**config.mk**
```make
export PLATFORM = sky130hd
export DESIGN_NAME = fetch_lines
export DESIGN_NICKNAME = d
export VERILOG_FILES = /design/src/rtl/fl_pkg.sv /design/src/rtl/fl_lru.sv /design/src/rtl/fl_line.sv /design/src/rtl/fetch_lines.sv
export SDC_FILE = /design/constraint.sdc
export NUM_CORES = 1
export LEC_CHECK = 0
export BUFFER_PORTS_ARGS = -buffer_cell sky130_fd_sc_hd__buf_2
export CAP_MARGIN = 25
export CORE_AREA = 2 2 269 404
export CTS_BUF_LIST = sky130_fd_sc_hd__clkbuf_16
export DETAILED_ROUTE_END_ITERATION = 8
export DIE_AREA = 0 0 271 406
export GPL_TIMING_DRIVEN = 0
export MAX_ROUTING_LAYER = met4
export PLACE_DENSITY_LB_ADDON = 0.05
export SYNTH_ARGS = -nofsm -noshare
export SYNTH_HDL_FRONTEND = slang
export SYNTH_HIERARCHICAL = 1
export SYNTH_SLANG_ARGS = --single-unit
```
**constraint.sdc**
```tcl
create_clock -name clk -period 3.97 [get_ports clk]
set_clock_uncertainty 0.2 [all_clocks]
set_input_delay 0.397 -clock clk [delete_from_list [all_inputs] [get_ports clk]]
set_output_delay 0.397 -clock clk [all_outputs]
set_load 0.1 [all_outputs]
```
**src/rtl/fl_pkg.sv**
```systemverilog
package fl_pkg;
  typedef enum logic {
    OP_JUMP     = 1'b0,
    OP_PREFETCH = 1'b1
  } fl_op_e;
endpackage

```
**src/rtl/fl_lru.sv**
```systemverilog
module fl_lru #(
  parameter int NL = 8,
  parameter int LW = $clog2(NL)
) (
  input  logic          clk,
  input  logic          rst_n,
  input  logic          touch,
  input  logic [LW-1:0] touch_idx,
  output logic [LW-1:0] victim_idx
);
  logic [LW-1:0] age_q [NL];
  logic [LW-1:0] age_d [NL];
  logic [NL-1:0] is_old;
  logic [LW-1:0] ref_age;

  always_comb begin
    ref_age = age_q[touch_idx];
    victim_idx = '0;
    for (int i = 0; i < NL; i++) begin
      is_old[i] = (age_q[i] == LW'(NL - 1));
      if (is_old[i]) victim_idx = LW'(i);
      age_d[i] = age_q[i];
      if (LW'(i) == touch_idx) age_d[i] = '0;
      else if (age_q[i] < ref_age) age_d[i] = age_q[i] + 1'b1;
    end
  end

  always_ff @(posedge clk or negedge rst_n) begin
    if (!rst_n) begin
      for (int i = 0; i < NL; i++) age_q[i] <= LW'(i);
    end else if (touch) begin
      for (int i = 0; i < NL; i++) age_q[i] <= age_d[i];
    end
  end

  // exactly one line carries the oldest age
  p_one_oldest_r2: assert property (@(posedge clk) disable iff (!rst_n) $onehot(is_old));

  for (genvar g = 0; g < NL; g++) begin : g_age_chk
    // touched line becomes youngest
    p_touch_young_r3: assert property (@(posedge clk) disable iff (!rst_n)
      touch && touch_idx == LW'(g) |=> age_q[g] == '0);
    // younger lines age by one
    p_touch_older_r3: assert property (@(posedge clk) disable iff (!rst_n)
      touch && touch_idx != LW'(g) && age_q[g] < age_q[touch_idx]
      |=> age_q[g] == $past(age_q[g]) + 1'b1);
  end
endmodule

```
**src/rtl/fl_line.sv**
```systemverilog
module fl_line #(
  parameter int REG_W  = 5,
  parameter int VPN_W  = 16,
  parameter int OFF_W  = 4,
  parameter int PPN_W  = 12,
  parameter int WORD_W = 32
) (
  input  logic                   clk,
  input  logic                   rst_n,
  input  logic                   load,
  input  logic [REG_W-1:0]       load_reg,
  input  logic [VPN_W+OFF_W-1:0] load_va,
  input  logic                   tlb_done,
  input  logic [PPN_W-1:0]       tlb_ppn,
  input  logic                   ic_done,
  input  logic [WORD_W-1:0]      ic_word,
  input  logic                   pop,
  output logic                   valid,
  output logic [REG_W-1:0]       bound_reg,
  output logic                   need_tlb,
  output logic                   need_ic,
  output logic                   full,
  output logic [VPN_W+OFF_W-1:0] pc,
  output logic [VPN_W-1:0]       vpn,
  output logic [PPN_W+OFF_W-1:0] ic_addr,
  output logic [WORD_W-1:0]      word
);
  localparam int VA_W = VPN_W + OFF_W;

  logic              valid_q, valid_d;
  logic [REG_W-1:0]  reg_q, reg_d;
  logic [VPN_W-1:0]  vpn_q, vpn_d;
  logic [OFF_W-1:0]  cnt_q, cnt_d;
  logic [PPN_W-1:0]  ppn_q, ppn_d;
  logic              xl_ok_q, xl_ok_d;
  logic              full_q, full_d;
  logic [WORD_W-1:0] word_q, word_d;
  logic              upd;

  always_comb begin
    valid_d = valid_q; reg_d = reg_q; vpn_d = vpn_q; cnt_d = cnt_q;
    ppn_d = ppn_q; xl_ok_d = xl_ok_q; full_d = full_q; word_d = word_q;
    if (load) begin
      valid_d = 1'b1;
      reg_d   = load_reg;
      vpn_d   = load_va[VA_W-1:OFF_W];
      cnt_d   = load_va[OFF_W-1:0];
      xl_ok_d = 1'b0;
      full_d  = 1'b0;
    end else begin
      if (tlb_done && !xl_ok_q) begin
        ppn_d   = tlb_ppn;
        xl_ok_d = 1'b1;
      end
      if (ic_done && xl_ok_q && !full_q) begin
        word_d = ic_word;
        full_d = 1'b1;
      end
      if (pop && full_q) begin
        full_d = 1'b0;
        cnt_d  = cnt_q + 1'b1;
        if (&cnt_q) begin
          vpn_d   = vpn_q + 1'b1;
          xl_ok_d = 1'b0;
        end
      end
    end
  end

  assign upd = load | tlb_done | ic_done | pop;

  always_ff @(posedge clk or negedge rst_n) begin
    if (!rst_n) begin
      valid_q <= 1'b0; reg_q <= '0; vpn_q <= '0; cnt_q <= '0;
      ppn_q <= '0; xl_ok_q <= 1'b0; full_q <= 1'b0; word_q <= '0;
    end else if (upd) begin
      valid_q <= valid_d; reg_q <= reg_d; vpn_q <= vpn_d; cnt_q <= cnt_d;
      ppn_q <= ppn_d; xl_ok_q <= xl_ok_d; full_q <= full_d; word_q <= word_d;
    end
  end

  assign valid     = valid_q;
  assign bound_reg = reg_q;
  assign need_tlb  = valid_q && !xl_ok_q;
  assign need_ic   = valid_q && xl_ok_q && !full_q;
  assign full      = full_q;
  assign pc        = {vpn_q, cnt_q};
  assign vpn       = vpn_q;
  assign ic_addr   = {ppn_q, cnt_q};
  assign word      = word_q;

  // a reload empties the line and forces a fresh translation
  p_load_clears_r8: assert property (@(posedge clk) disable iff (!rst_n)
    load |=> valid_q && !full_q && !xl_ok_q);
  // a delivered word advances the PC by one
  p_pc_step_r5: assert property (@(posedge clk) disable iff (!rst_n)
    pop && full_q && !load |=> pc == $past(pc) + 1'b1);
  // wrapping into the next page demands a new lookup
  p_page_cross_r6: assert property (@(posedge clk) disable iff (!rst_n)
    pop && full_q && (&cnt_q) && !load |=> need_tlb && !full_q);
endmodule

```
**src/rtl/fetch_lines.sv**
```systemverilog
module fetch_lines #(
  parameter int NLINES = 8,
  parameter int REG_W  = 5,
  parameter int VPN_W  = 16,
  parameter int OFF_W  = 4,
  parameter int PPN_W  = 12,
  parameter int WORD_W = 32
) (
  input  logic                   clk,
  input  logic                   rst_n,
  input  logic                   cmd_valid,
  input  logic                   cmd_op,
  input  logic [REG_W-1:0]       cmd_reg,
  input  logic [VPN_W+OFF_W-1:0] cmd_va,
  output logic                   tlb_req,
  output logic [VPN_W-1:0]       tlb_vpn,
  input  logic                   tlb_ack,
  input  logic [PPN_W-1:0]       tlb_ppn,
  output logic                   ic_req,
  output logic [PPN_W+OFF_W-1:0] ic_addr,
  input  logic                   ic_ack,
  input  logic [WORD_W-1:0]      ic_word,
  output logic                   out_valid,
  input  logic                   out_ready,
  output logic [VPN_W+OFF_W-1:0] out_pc,
  output logic [WORD_W-1:0]      out_word
);
  import fl_pkg::*;

  localparam int LW   = $clog2(NLINES);
  localparam int VA_W = VPN_W + OFF_W;
  localparam int PA_W = PPN_W + OFF_W;

  logic [NLINES-1:0] valid_v, need_tlb_v, need_ic_v, full_v, hit_v;
  logic [NLINES-1:0] load_v, pop_v, tlb_done_v, ic_done_v;
  logic [REG_W-1:0]  reg_a   [NLINES];
  logic [VA_W-1:0]   pc_a    [NLINES];
  logic [VPN_W-1:0]  vpn_a   [NLINES];
  logic [PA_W-1:0]   icadr_a [NLINES];
  logic [WORD_W-1:0] word_a  [NLINES];

  logic          hit_any, tlb_any, ic_any, is_pref, do_load, touch, pop;
  logic [LW-1:0] hit_idx, tlb_pick, ic_pick, victim_idx, tgt_idx;

  logic          act_ok_q, act_ok_d;
  logic [LW-1:0] act_q, act_d;
  logic          tb_busy_q, tb_busy_d, tb_drop_q, tb_drop_d;
  logic [LW-1:0] tb_own_q, tb_own_d;
  logic          ic_busy_q, ic_busy_d, ic_drop_q, ic_drop_d;
  logic [LW-1:0] ic_own_q, ic_own_d;

  for (genvar g = 0; g < NLINES; g++) begin : g_line
    fl_line #(
      .REG_W(REG_W), .VPN_W(VPN_W), .OFF_W(OFF_W), .PPN_W(PPN_W), .WORD_W(WORD_W)
    ) u_line (
      .clk(clk), .rst_n(rst_n),
      .load(load_v[g]), .load_reg(cmd_reg), .load_va(cmd_va),
      .tlb_done(tlb_done_v[g]), .tlb_ppn(tlb_ppn),
      .ic_done(ic_done_v[g]), .ic_word(ic_word),
      .pop(pop_v[g]),
      .valid(valid_v[g]), .bound_reg(reg_a[g]),
      .need_tlb(need_tlb_v[g]), .need_ic(need_ic_v[g]), .full(full_v[g]),
      .pc(pc_a[g]), .vpn(vpn_a[g]), .ic_addr(icadr_a[g]), .word(word_a[g])
    );
    assign hit_v[g]      = valid_v[g] && (reg_a[g] == cmd_reg);
    assign load_v[g]     = do_load && (victim_idx == LW'(g));
    assign pop_v[g]      = pop && (act_q == LW'(g));
    assign tlb_done_v[g] = tb_busy_q && tlb_ack && !tb_drop_q && (tb_own_q == LW'(g));
    assign ic_done_v[g]  = ic_busy_q && ic_ack && !ic_drop_q && (ic_own_q == LW'(g));
  end

  fl_lru #(.NL(NLINES), .LW(LW)) u_lru (
    .clk(clk), .rst_n(rst_n), .touch(touch), .touch_idx(tgt_idx), .victim_idx(victim_idx)
  );

  // lowest index wins each search
  always_comb begin
    hit_any = 1'b0; hit_idx = '0;
    tlb_any = 1'b0; tlb_pick = '0;
    ic_any  = 1'b0; ic_pick  = '0;
    for (int i = NLINES - 1; i >= 0; i--) begin
      if (hit_v[i])      begin hit_any = 1'b1; hit_idx  = LW'(i); end
      if (need_tlb_v[i]) begin tlb_any = 1'b1; tlb_pick = LW'(i); end
      if (need_ic_v[i])  begin ic_any  = 1'b1; ic_pick  = LW'(i); end
    end
  end

  assign is_pref = (fl_op_e'(cmd_op) == OP_PREFETCH);
  assign tgt_idx = hit_any ? hit_idx : victim_idx;
  assign do_load = cmd_valid && !hit_any;
  assign touch   = cmd_valid && !(is_pref && hit_any);

  assign out_valid = act_ok_q && full_v[act_q];
  assign out_pc    = pc_a[act_q];
  assign out_word  = word_a[act_q];
  assign pop       = out_valid && out_ready;

  // delivery selection
  always_comb begin
    act_d    = act_q;
    act_ok_d = act_ok_q;
    if (cmd_valid && !is_pref) begin
      act_d    = tgt_idx;
      act_ok_d = 1'b1;
    end else if (do_load && is_pref && victim_idx == act_q) begin
      act_ok_d = 1'b0;
    end
  end

  // translation and cache request owners
  always_comb begin
    tb_busy_d = tb_busy_q; tb_own_d = tb_own_q; tb_drop_d = tb_drop_q;
    if (tb_busy_q) begin
      if (tlb_ack) begin
        tb_busy_d = 1'b0; tb_drop_d = 1'b0;
      end else if (load_v[tb_own_q]) begin
        tb_drop_d = 1'b1;
      end
    end else if (tlb_any) begin
      tb_busy_d = 1'b1; tb_own_d = tlb_pick; tb_drop_d = load_v[tlb_pick];
    end
    ic_busy_d = ic_busy_q; ic_own_d = ic_own_q; ic_drop_d = ic_drop_q;
    if (ic_busy_q) begin
      if (ic_ack) begin
        ic_busy_d = 1'b0; ic_drop_d = 1'b0;
      end else if (load_v[ic_own_q]) begin
        ic_drop_d = 1'b1;
      end
    end else if (ic_any) begin
      ic_busy_d = 1'b1; ic_own_d = ic_pick; ic_drop_d = load_v[ic_pick];
    end
  end

  always_ff @(posedge clk or negedge rst_n) begin
    if (!rst_n) begin
      act_q <= '0; act_ok_q <= 1'b0;
      tb_busy_q <= 1'b0; tb_own_q <= '0; tb_drop_q <= 1'b0;
      ic_busy_q <= 1'b0; ic_own_q <= '0; ic_drop_q <= 1'b0;
    end else begin
      act_q <= act_d; act_ok_q <= act_ok_d;
      tb_busy_q <= tb_busy_d; tb_own_q <= tb_own_d; tb_drop_q <= tb_drop_d;
      ic_busy_q <= ic_busy_d; ic_own_q <= ic_own_d; ic_drop_q <= ic_drop_d;
    end
  end

  assign tlb_req = tb_busy_q;
  assign tlb_vpn = vpn_a[tb_own_q];
  assign ic_req  = ic_busy_q;
  assign ic_addr = icadr_a[ic_own_q];

  // a lookup request stays up until acknowledged
  p_tlb_hold_r6: assert property (@(posedge clk) disable iff (!rst_n)
    tlb_req && !tlb_ack |=> tlb_req);
  // a cache request stays up until acknowledged
  p_ic_hold_r4: assert property (@(posedge clk) disable iff (!rst_n)
    ic_req && !ic_ack |=> ic_req);
  // a jump that misses stalls delivery on the next cycle
  p_miss_stall_r8: assert property (@(posedge clk) disable iff (!rst_n)
    cmd_valid && !is_pref && !hit_any |=> !out_valid);
  // a prefetch leaves a stalled delivered word in place
  p_pref_keeps_r9: assert property (@(posedge clk) disable iff (!rst_n)
    cmd_valid && is_pref && out_valid && !out_ready && !(do_load && victim_idx == act_q)
    |=> out_valid && $stable(out_pc));
  // taking over the delivered line blanks the output
  p_evict_active_r10: assert property (@(posedge clk) disable iff (!rst_n)
    cmd_valid && is_pref && !hit_any && victim_idx == act_q |=> !out_valid);
endmodule

```
==> metrics.md, run 1 <==
| Metric | Value |
|---|---|
| Starting Density | `0.3287` |
| Reg2Reg Depth | `14` |
| Top Ports | `163` |
| DR pass1 iterations | `5` |
| Layout Cells excl Fill | `4,718` |
| WS Path Type | `register to register` |
| Final nets | `3,362` |
| Vias post-DR | `25,130` |
| GRT Overall Usage | `0.2164` |
| Synthesized Nets | `3,010` |
| Root buffer cell | `clkbuf_16` |
| Max VDD drop | `0.7703 mV` |
| IO buf count | `162` |
| Layout cells sized above 1 | `0.4195` |
| Worst flop-to-flop path startpoint | `g_line[6].u_line/bound_reg[3]` |
| Status | `completed` |
| Worst Hold Class | `input pin to async pin` |
| Register area share after synthesis | `0.4394` |
| Ys async rst share | `1.000` |
| Endpoint class of the critical path | `register` |
| Die height | `406 um` |
| Initial antenna violation count | `6` |
| Crit path capture | `u_lru/age_q[7]` |
| TNS Setup | `0 ps` |
| WL per Instance | `24.48 um` |
| Register bit total from synthesis | `614` |
| Row cnt | `147` |
| Fmax | `252.0 MHz` |
| Post-DP HPWL | `84,060 um` |
| Post-route minimum period | `3969 ps` |
| Worst Setup Slack, final | `1.448 ps` |
| Placement Setup Slack | `-1131 ps` |
| Final setup fails | `0` |
| FF-to-FF setup slack | `1 ps` |
| Max-cap check violation count | `0` |
| Max-slew violations | `0` |
| Clk pin slew, worst setup/hold paths | `60 ps` |
| Tcrit/Tclk final | `0.9996` |
| H-tree level count | `3` |
| Top_reg_cell synth | `dfrtp_1` |
| Clock network latency to the later pin of the worst-skew pair | `660 ps` |
| Max reg flops | `256` |
| RSZ-0062 raised after global routing | `true` |
| DRC viols | `0` |
| Power per standard cell area | `904.3 nW/um2` |
| Worst R2R End | `u_lru/age_q[7]` |
| Starting DRT DRC Count | `1,396` |
| Arr. time, crit path | `4300 ps` |
| Commonest cells post-synth | `dfrtp_1, mux2_2, nand2_1` |
| CTS Sinks | `614` |
| EDFF count, synth | `0` |
| Critical Path Start Type | `register` |
| Largest net degree at the start of global routing | `116` |
| CTS buffer count | `73` |
| Final wirelength | `115,500 um` |
| Cells after Synth | `2,887` |
| Core area | `106,500 um2` |
| Full die area | `110,000 um2` |
| ANT nets after route | `0` |
| Syn_area_per_cell | `12.12 um2` |
| Netlist cell types | `82` |
| Top cells by area, synth | `dfrtp_1, mux2_2, mux4_2` |
| Area delta synth->final | `20.12%` |
| Synth area leader | `dfrtp_1` |
| Via density | `5.326` |
| Top-area cell type share of the netlist area | `0.4304` |
| P_leak | `17.95 nW` |
| Final Wtd Congestion | `0.8698` |
| Horiz. Die Dim | `271 um` |
| Least-Margin Pin Slew | `1107 ps` |
| Synth Warn # | `6` |
| Slew HR | `0.2617` |
| GRT overflow | `0` |
| CP max FO | `5` |
| Hold Vio Cnt, Final | `0` |
| CTS max path bufs | `3` |
| Most common cell in the netlist | `dfrtp_1` |
| Synthesized cell area | `35,000 um2` |
| Placed insts | `4,472` |
| Number of global-route vias before repair | `26,761` |
| First-pass GRT wire length | `173,300 um` |
| Worst Path Required | `4300 ps` |
| CTS tree | `built` |
| Worst setup path startpoint | `g_line[6].u_line/bound_reg[3]` |
==> where the power goes <==
part	internal, W	leakage (nW)	switching [W]
registers	0.00829	8.05	0.00221
logic	0.00785	8.65	0.0127
clock network	0.00413	1.26	0.00288
total	0.0203	18.0	0.0178
==> worst min path at each step <==
stage                     slack [ps]                      start                   endpoint
after floorplan                 -100                      rst_n                   act_ok_q
after global placement           260  g_line[2].u_line/word[21]  g_line[2].u_line/word[21]
after detailed placement         230                      rst_n    g_line[1].u_line/vpn[9]
after CTS                         90                      rst_n    g_line[1].u_line/vpn[9]
after global routing             150                      rst_n   g_line[1].u_line/vpn[10]
final                             80                      rst_n    g_line[1].u_line/vpn[9]
==> cells by family (layout without fill, tap and decap cells) <==
family | after synthesis | in the layout | synth area share
AND/OR/NAND/NOR | 711 | 711 | 0.1091
flip-flops | 614 | 614 | 0.4394
XOR/XNOR | 129 | 129 | 0.03228
multiplexers | 688 | 688 | 0.2767
buffers and inverters | 377 | 787 | 0.06563
adder cells (fa/ha/maj) | 47 | 47 | 0.01680
other | 0 | 6 | 0
AO/OA/AOI/OAI | 321 | 321 | 0.06019
==> cells in the final DEF (no fill, tap or decap), types with 55 or more instances in the layout <==
cell type / synthesis / layout
buf_4: 161 / 219
dlygate4sd3_1: 0 / 73
buf_2: 50 / 182
mux4_2: 174 / 174
nand3_1: 61 / 56
mux2_2: 472 / 472
xnor2_1: 75 / 75
clkbuf_16: 0 / 78
dfrtp_1: 602 / 600
o21ai_0: 120 / 109
nand2_1: 194 / 190
inv_1: 41 / 55
a31oi_1: 58 / 57
nor2_1: 134 / 128
==> per-layer routing <==
layer	GRT usage	part of all wire
met2	0.3796	0.52
met4	0.07105	0.030
met5	-	0
met1	0.2507	0.40
met3	0.03705	0.042
==> repair_timing <==
action / in CTS / in global routing
setup buffers: 26 / 14
hold buffers: 73 / 0
gates resized for setup: 120 / 59
endpoints found under the hold margin: 635 / 0
cloned: 1 / 1
endpoints found under the setup margin: 590 / 212
pin swaps: 25 / 37
==> final cells by class <==
cell class | instances | area, um2
Antenna cell | 6 | 15.01
Buffer | 328 | 2276
Clock buffer | 76 | 1902
Clock inverter | 57 | 544.3
Fill cell | 10221 | 64450
Inverter | 41 | 158.9
Multi-Input combinational cell | 1896 | 17870
Sequential cell | 614 | 15380
Tap cell | 1415 | 1770
Timing Repair Buffer | 285 | 2130
==> critical path, stage by stage, from the launching register on <==
cell       delay (ps)
dfrtp_1           400
xor2_1            160
nor4_2            400
and3_4            280
buf_6             100
o311ai_4           80
a31oi_4           330
clkbuf_16         210
mux4_2            340
mux2i_4           250
buf_12            160
ha_1              240
a211o_1           290
o21ba_4           210
a32o_1            200
==> stage by stage <==
stage	area, um2	hold slack, ps	total power, W	utilization
after floorplan	35040	-98.59	0.02505	-
after global routing	42050	146.0	0.04003	0.3948
after global placement	37630	262.4	0.02954	0.3533
final	42050	79.45	0.03803	0.3948
after detailed placement	37830	226.8	0.02998	0.3552
after CTS	41660	89.85	0.03796	0.3912
Power figures use the tool's default switching activity.
==> run 2, diff against run 1 <==
--- a/config.mk
+++ b/config.mk
@@ -7,13 +7,14 @@
 export LEC_CHECK = 0
 export BUFFER_PORTS_ARGS = -buffer_cell sky130_fd_sc_hd__buf_2
 export CAP_MARGIN = 25
-export CORE_AREA = 2 2 269 404
+export CORE_AREA = 2 2 279 391
 export CTS_BUF_LIST = sky130_fd_sc_hd__clkbuf_16
 export DETAILED_ROUTE_END_ITERATION = 8
-export DIE_AREA = 0 0 271 406
+export DIE_AREA = 0 0 281 393
 export GPL_TIMING_DRIVEN = 0
 export MAX_ROUTING_LAYER = met4
 export PLACE_DENSITY_LB_ADDON = 0.05
+export RECOVER_POWER = 100
 export SYNTH_ARGS = -nofsm -noshare
 export SYNTH_HDL_FRONTEND = slang
 export SYNTH_HIERARCHICAL = 1
==> constraint.sdc (replaced) <==
create_clock -name clk -period 3.97 [get_ports clk]
set_clock_uncertainty 0.2 [all_clocks]
set_input_delay 0.397 -clock clk [delete_from_list [all_inputs] [get_ports clk]]
set_output_delay 0.397 -clock clk [all_outputs]
set_load 0.01 [all_outputs]
==> metrics.md, run 2 (synthesized netlist as in run 1, its figures left out) <==
| Metric | Value |
|---|---|
| Post-DP HPWL | `86,700 um` |
| RSZ-0062 raised after global routing | `true` |
| Layout cells sized above 1 | `0.4155` |
| Final Wtd Congestion | `0.8569` |
| Failing checks | `max-capacitance violations, max-slew violations, negative setup slack` |
| Least-Margin Pin Slew | `2393 ps` |
| Status | `finished with violations` |
| Final nets | `3,355` |
| Commonest non-fill, non-tap cells in the layout | `dfrtp_1, mux2_2, buf_4` |
| Clock network latency to the later pin of the worst-skew pair | `650 ps` |
| Placed insts | `4,498` |
| TNS Setup | `-5.218 ps` |
| CTS buffer count | `72` |
| Worst Setup Slack, final | `-5.218 ps` |
| CP max FO | `6` |
| Largest net degree at the start of global routing | `117` |
| P_leak | `17.86 nW` |
| Via density | `5.308` |
| Root buffer cell | `clkbuf_16` |
| Die height | `393 um` |
| WS Path Type | `register to register` |
| Core area | `106,800 um2` |
| H-tree level count | `3` |
| Slew HR | `-0.5955` |
| Arr. time, crit path | `4310 ps` |
| Row cnt | `142` |
| Most common library cell in the layout ignoring fill and taps | `dfrtp_1` |
| First-pass GRT wire length | `176,900 um` |
| Max-cap check violation count | `3` |
| DRC viols | `0` |
| Full die area | `110,400 um2` |
| Layout Cells excl Fill | `4,733` |
| CTS max path bufs | `3` |
| Max reg flops | `256` |
| Worst Path Required | `4310 ps` |
| Final wirelength | `119,500 um` |
| Number of global-route vias before repair | `27,022` |
| Total power | `0.03246 W` |
| Tcrit/Tclk final | `1.001` |
| IO buf count | `162` |
| Worst Hold Class | `register to register` |
| Starting Density | `0.3278` |
| Horiz. Die Dim | `281 um` |
| Layout Utilization | `0.3917` |
| Initial antenna violation count | `8` |
| Max VDD drop | `0.3436 mV` |
| GRT Overall Usage | `0.2240` |
| GRT overflow | `0` |
| Critical Path Start Type | `register` |
| Post-route minimum period | `3975 ps` |
| Max-slew violations | `308` |
| Fmax | `251.6 MHz` |
| WL per Instance | `25.24 um` |
| DR pass1 iterations | `5` |
| Top Ports | `163` |
| Area delta synth->final | `19.50%` |
| Vias post-DR | `25,125` |
| Endpoint class of the critical path | `register` |
| Final setup fails | `1` |
| CTS Sinks | `614` |
| Starting DRT DRC Count | `1,253` |
| Hold Vio Cnt, Final | `0` |
| Clk pin slew, worst setup/hold paths | `60 ps` |
| CTS tree | `built` |
| Power per standard cell area | `775.9 nW/um2` |
| ANT nets after route | `0` |
==> run 2: changes by cell type in the layout (fill, tap and decap cells not counted), sizes merged <==
cell	before	now
bufbuf	1	0
clkbuf	167	168
diode	6	5
buf	448	438
inv	60	56
clkinv	27	26
clkinvlp	1	4
dlygate4sd3	73	75
bufinv	10	11
==> run 2: repair_timing <==
| action | CTS | global route |
|---|---|---|
| setup endpoints to repair | 555 | 236 |
| pin swaps | 18 | 29 |
| setup buffers | 27 | 10 |
| hold buffers | 75 | 0 |
| gates resized for setup | 102 | 44 |
| hold endpoints to repair | 892 | 0 |
==> run 2: worst paths after layout <==
kind,start,end,slack (ps),depth (start not counted)
min in group asynchronous,rst_n,g_line[3].u_line/vpn[7],500,3
max,u_lru/age_q[18],u_lru/age_q[7],-5,19
max in group asynchronous,rst_n,u_lru/age_q[17],320,6
min reg2reg,g_line[4].u_line/word[25],g_line[4].u_line/word[25],280,1
min,g_line[4].u_line/word[25],g_line[4].u_line/word[25],280,1
max reg2reg,u_lru/age_q[18],u_lru/age_q[7],-5,19
==> run 2: power breakdown <==
group	internal [W]	switching (W)	leakage (nW)
Combinational	0.00770	0.00726	8.58
Clock	0.00410	0.00285	1.23
Sequential	0.00829	0.00226	8.05
Total	0.0201	0.0124	17.9
==> run 2: area by class of cell <==
class	count	area, um2
Antenna cell	5	12.51
Buffer	323	2203
Fill cell	10272	64950
Clock inverter	56	564.3
Sequential cell	614	15380
Multi-Input combinational cell	1896	17830
Timing Repair Buffer	284	2037
Tap cell	1440	1802
Inverter	41	153.9
Clock buffer	74	1852
==> run 2: critical path, stage by stage, from the launching register on <==
cell,delay (ps)
dfstp_2,560
ha_4,140
ha_4,120
a21oi_1,70
nor2_1,100
nor2_1,50
o21bai_2,200
buf_4,150
inv_2,50
o2bb2ai_4,200
buf_8,160
mux4_2,550
mux2i_4,220
buf_6,140
ha_1,210
o21ai_1,140
nand3b_1,120
o21ai_0,120
o21ba_4,180
a32o_1,190
==> run 2: per-layer routing <==
metal  GRT usage  vias up  wire, um
met4     0.07914        0      4115
li1            -    11241         -
met1      0.2608    13120     48690
met2      0.3934      581     61930
met5           -        -         0
met3     0.03171      183      4726
==> run 2: stage by stage <==
stage               cell area, um2  hold slack [ps]  setup WS [ps]
finish                       41830            277.9         -5.218
global route                 41830            299.7         -186.7
CTS                          41680            233.2         -19.01
detailed placement           37870            115.2          -1327
global placement             37650            262.7         -11160
floorplan                    35040           -98.59          34.31
